$ cat src/rtl/ds3tx_pkg.sv
package ds3tx_pkg;
  // Strobes passed from the frame position control to the datapath
  typedef struct packed {
    logic isOh;     // current bit is an overhead position
    logic preOh;    // current bit is the last of a block
    logic lastBit;  // current bit closes the M-frame
  } txStrobe_t;
endpackage

$ cat src/rtl/ds3tx_ctrl.sv
module ds3tx_ctrl #(
  parameter int BLOCK_BITS     = 85,
  parameter int BLOCKS_PER_SUB = 8,
  parameter int SUBFRAMES      = 7
) (
  input  logic                 clk,
  input  logic                 rst,
  output ds3tx_pkg::txStrobe_t strobe
);
  localparam int BIT_W = $clog2(BLOCK_BITS + 1);
  localparam int BLK_W = $clog2(BLOCKS_PER_SUB + 1);
  localparam int SUB_W = $clog2(SUBFRAMES + 1);
  localparam logic [BIT_W-1:0] BIT_LAST = BIT_W'(BLOCK_BITS - 1);
  localparam logic [BLK_W-1:0] BLK_LAST = BLK_W'(BLOCKS_PER_SUB - 1);
  localparam logic [SUB_W-1:0] SUB_LAST = SUB_W'(SUBFRAMES - 1);

  logic [BIT_W-1:0] bitCnt;
  logic [BLK_W-1:0] blkCnt;
  logic [SUB_W-1:0] subCnt;
  logic bitWrap, blkWrap, subWrap;

  assign bitWrap = (bitCnt == BIT_LAST);
  assign blkWrap = (blkCnt == BLK_LAST);
  assign subWrap = (subCnt == SUB_LAST);

  always_ff @(posedge clk) begin
    if (rst) begin
      bitCnt <= '0;
      blkCnt <= '0;
      subCnt <= '0;
    end else begin
      bitCnt <= bitWrap ? '0 : bitCnt + 1'b1;
      if (bitWrap) begin
        blkCnt <= blkWrap ? '0 : blkCnt + 1'b1;
        if (blkWrap) subCnt <= subWrap ? '0 : subCnt + 1'b1;
      end
    end
  end

  always_comb begin
    strobe.isOh    = (bitCnt == '0);
    strobe.preOh   = bitWrap;
    strobe.lastBit = bitWrap && blkWrap && subWrap;
  end
endmodule

$ cat src/rtl/ds3tx_dpath.sv
module ds3tx_dpath (
  input  logic                 clk,
  input  logic                 rst,
  input  logic                 gapMode,
  input  logic                 serIn,
  input  logic                 ohBit,
  input  ds3tx_pkg::txStrobe_t strobe,
  output logic                 modeQ,
  output logic                 serOut,
  output logic                 ohWarnGap,
  output logic                 frameEnd
);
  logic payEn;
  logic gapClk;
  logic warnPulse;

  // Mode is captured only while reset is held
  always_ff @(posedge clk) begin
    if (rst) modeQ <= gapMode;
  end

  // Merge overhead and payload with one bit of latency
  always_ff @(posedge clk) begin
    if (rst) serOut <= 1'b0;
    else     serOut <= strobe.isOh ? ohBit : serIn;
  end

  // Enable changes only at the rising clock edge, when ~clk is already low,
  // so the gated copy cannot glitch. It falls at the capture edge.
  assign payEn     = modeQ && !strobe.isOh;
  assign gapClk    = ~clk & payEn;
  assign warnPulse = !modeQ && strobe.preOh;
  assign ohWarnGap = modeQ ? gapClk : warnPulse;
  assign frameEnd  = strobe.lastBit;
endmodule

$ cat src/rtl/ds3tx_payload_in.sv
module ds3tx_payload_in #(
  parameter int BLOCK_BITS     = 85,
  parameter int BLOCKS_PER_SUB = 8,
  parameter int SUBFRAMES      = 7
) (
  input  logic clk,
  input  logic rst,
  input  logic gapMode,
  input  logic serIn,
  input  logic ohBit,
  output logic serOut,
  output logic ohWarnGap,
  output logic frameEnd
);
  ds3tx_pkg::txStrobe_t strobe;
  logic modeQ;

  ds3tx_ctrl #(
    .BLOCK_BITS(BLOCK_BITS),
    .BLOCKS_PER_SUB(BLOCKS_PER_SUB),
    .SUBFRAMES(SUBFRAMES)
  ) u_ctrl (
    .clk(clk),
    .rst(rst),
    .strobe(strobe)
  );

  ds3tx_dpath u_dpath (
    .clk(clk),
    .rst(rst),
    .gapMode(gapMode),
    .serIn(serIn),
    .ohBit(ohBit),
    .strobe(strobe),
    .modeQ(modeQ),
    .serOut(serOut),
    .ohWarnGap(ohWarnGap),
    .frameEnd(frameEnd)
  );
endmodule

$ cat config.mk
export PLATFORM = sky130hd
export DESIGN_NAME = ds3tx_payload_in
export DESIGN_NICKNAME = d
export VERILOG_FILES = /design/src/rtl/ds3tx_pkg.sv /design/src/rtl/ds3tx_ctrl.sv /design/src/rtl/ds3tx_dpath.sv /design/src/rtl/ds3tx_payload_in.sv
export SDC_FILE = /design/constraint.sdc
export NUM_CORES = 1
export LEC_CHECK = 0
export BUFFER_PORTS_ARGS = -buffer_cell sky130_fd_sc_hd__buf_2
export CAP_MARGIN = 20
export CORE_MARGIN = 3
export CORE_UTILIZATION = 50
export CTS_BUF_LIST = sky130_fd_sc_hd__clkbuf_16
export CTS_CLUSTER_SIZE = 30
export DETAILED_ROUTE_END_ITERATION = 16
export PLACE_DENSITY = 0.69
export SETUP_SLACK_MARGIN = 0.5
export SLEW_MARGIN = 15
export SYNTH_ARGS = -nofsm -noshare
export SYNTH_HDL_FRONTEND = slang
export SYNTH_SLANG_ARGS = --single-unit
$ cat constraint.sdc
create_clock -name clk -period 2.51 [get_ports clk]
set_input_delay 0.502 -clock clk [delete_from_list [all_inputs] [get_ports clk]]
set_output_delay 0.502 -clock clk [all_outputs]
set_load 0.02 [all_outputs]
Word-level counts from Yosys, hierarchy flattened --
Cells that the tools add are included.
Word-level totals: logic and storage cells 26, output and inout bits 3, input port bits 5, bits in registers 16
Operators by class: mux-type cells 4, bitwise gates (word level) 2, add/sub/neg operators 3, equal/unequal tests 3, reduce and logical (&&, ||, !) cells 9
Operator list (count):
- 7-bit by 1-bit adder with 7-bit output, second input constant | 1
- 7-bit == test, second input constant | 1
- 7-bit logical NOT | 1
- 4-bit by 1-bit adder with 4-bit output, second input constant | 1
- 4-bit by 3-bit == test with 1-bit output, second input constant | 1
- 1-bit logical AND | 4
- 4-bit two-way mux | 1
- 3-bit by 1-bit adder with 3-bit output, second input constant | 1
- 3-bit == test, second input constant | 1
- 3-bit two-way mux | 1
- 1-bit logical NOT | 2
- 1-bit two-way mux | 2
- 2-bit AND reduction | 1
- 2-bit OR reduction | 1
- 1-bit AND | 1
- 1-bit NOT | 1

Logic depth before layout (Yosys ltp) --
depth in word-level cells 5, depth in mapped cells 6

By module --
Synthesis repeated with hierarchy kept, for this count alone.
Second synthesis, totals: cell total of the unflattened synthesis 88, area total of the unflattened synthesis 785.8 sq um
Modules (own cells, without submodules):
- ds3tx_ctrl | area an instance 695.7 sq um, cells each 81, seq. area each 280.3 sq um, instances 1
- ds3tx_dpath | area an instance 90.1 sq um, cells each 7, seq. area each 50.0 sq um, instances 1

==> metrics <==
largest net degree at the start of global routing=15; final setup vio count=0; Seq cells post-synth=16; crit path capture type=output pin; DRC violations left=0; Simple-Gate Fraction of Synth Area=0.235; area grow syn2layout=39.3%; Total Routing Usage GR=0.206; antenna-violating nets left=0; fraction of layout cells with a size suffix above 1=0.352; Yosys top cell area share=0.386; LEAKAGE=0.437 nW; Synth Area in Compound Gates=0.176; CP top delay family=buffers and inverters; CTS Hold Bufs=0; Tot Pwr=0.000931 W; CTS tree=built; Die ar.=2060 sq um; Syn Inst Count=89; starting density of the core=0.562; row cnt=13; syn_area_per_cell=8.73 sq um; Startpoint Class=clock port; run status=finished, final reports clean; slew margin rel.=0.716; Primary FF master, synth=dfxtp_1; HPWL after DPL=1020 microns; mux cell area share after synthesis=0.0274; GR Layer Usage met3=0.119; hold slack=0.314 ns; crit path DAT=1.88 ns; leading cell type in the layout, fill and taps excluded=dfxtp_1; gr ovfl total=0; maximum VDD drop=0.000496 V; met2 Track Usage GR=0.267; Req. time, crit path=2.01 ns; GR peak layer=met2; vias post-DR=732; Pwr Density=860 nW/um^2; Sum Neg Setup Slack=0 ns; RSZ-0062 raised after global routing=yes; main combinational cell family by area after synthesis=simple AND/OR/NAND/NOR gates; fin nets=114; Die Width=45.4 microns; syn nets=97; initial antenna violation count=0; Hold WC Path Type=primary input to flop; Fillers=88; EDFF count, synth=1; YS warnings=0; met1 Usage GRT=0.235; drt total wl=1860 microns; DRT iter0 DRCs=12; final hold viol count=0; Setup CP Type=clock port to output pin; number of global-route vias before repair=669; Crit Path Max Fanout=2; cell at the slowest stage of the critical path=mux2_4; Core ar.=1380 sq um; max-cap violations=0; Die Span Y=45.4 microns; I/O pins=8; worst path cell trace=clkbuf_16 -> clkbuf_16 -> a21oi_4 -> mux2_4 -> buf_6; Netlist cell types=34; Placer Congestion=0.723; Synth area leaders=dfxtp_1 (39%), a21oi_1 (5.2%), ha_1 (4.8%); Pins Over Slew Limit=0; asr flop ratio synth=0; cell type with the largest total area after synthesis=dfxtp_1; crit path buf inv count=3; synthesized area=777 sq um; most frequent CP cell=clkbuf_16; Post-Synth XOR/XNOR Area=0.0338; first-pass GRT wire length=2820 microns; PortBufs=7; Vias/cell=6.10; worst clock skew=0.00322 ns; slowest stage delay, CP=0.16 ns; most frequent cells in the layout=dfxtp_1 (13), buf_4 (8), nor2_1 (7), a21oi_1 (7); sequential share of the synthesized area=0.425; iteration count of the initial detailed-routing pass=5; adder-cell share of the synthesized area=0.0483; Worst-Margin Slew=0.422 ns; clock-pin slew on the worst setup and hold paths=0.05 ns; # diodes=0; mean routed wirelength per cell=15.5 microns; clk_lat worst skew=0.36 ns
kinds of logic (layout without fill, tap and decap cells):
family	after synthesis	count (layout)
and+or+nand+nor	33	33
AOI/OAI and AO/OA	21	21
DFF	16	16
buffers and inverters	11	27
adders and majority gates	3	3
xor gates and xnor gates	3	3
muxes	2	2
through the flow:
stage	instances	instance area [sq um]	utilization	setup slack [ns]
floorplan	89	786	-	0.469
detailed placement	107	827	0.598	0.372
global route	120	1080	0.783	0.0927
global placement	107	827	0.598	0.372
finish	120	1080	0.783	0.126
CTS	115	1020	0.738	0.114
worst paths after layout:
check | from | to | slack [ns] | cells past startpoint
min | gapMode | u_dpath.modeQ | 0.31 | 1
max reg2reg | u_ctrl.bitCnt[1] | u_ctrl.blkCnt[3] | 0.86 | 5
min reg2reg | u_ctrl.bitCnt[0] | u_ctrl.bitCnt[0] | 0.43 | 1
max | clk | ohWarnGap | 0.13 | 5
registers in the layout, summed over array words and instances, names as in the netlist:
| name | count |
|---|---|
| u_ctrl.bitCnt | 7 |
| u_ctrl.blkCnt | 4 |
| u_ctrl.subCnt | 3 |
| u_dpath.modeQ | 1 |
| u_dpath.serOut | 1 |
repair_timing:
item,4_1_cts,5_1_grt
setup buffers,1,5
setup endpoints to repair,2,2
gates cloned,0,0
pin swaps,2,3
hold endpoints to repair,0,0
resized for setup,8,10
cell usage after synthesis, types with 2 or more instances:
library cell	count
clkbuf_1	4
inv_1	6
a21oi_1	8
nand3_1	7
nor2_1	8
xor2_1	2
ha_1	3
nor3_1	2
or3_1	3
o21ai_0	5
dfxtp_1	15
nand2_1	4
final cells by class:
cell class | count | area [sq um] | area share
Inverter | 6 | 22.5 | 0.0208
Clock inverter | 1 | 3.75 | 0.00347
Sequential cell | 16 | 333 | 0.308
Timing Repair Buffer | 13 | 85.1 | 0.0786
Multi-Input combinational cell | 62 | 458 | 0.423
Tap cell | 15 | 18.8 | 0.0173
Clock buffer | 7 | 161 | 0.149
power by group:
group | internal [W] | switching (W)
Clock | 0.000441 | 0.000159
Sequential | 0.000265 | 0.00000555
Combinational | 0.0000290 | 0.0000317
Total | 0.000735 | 0.000196
worst register-to-register path, cell delays in order (launching register included):
cell and delay, ns:
dfxtp_2 0.32, inv_2 0.06, ha_4 0.12, or3b_4 0.42, or4b_1 0.52, a21oi_1 0.14
routing by layer:
metal  vias to the layer above  wire length (microns)
met1                       337                    799
met4                         0                     65
met5                         -                      0
met3                        10                    138
li1                        355                      -
met2                        30                    859
(Power assumes the default switching activity.)
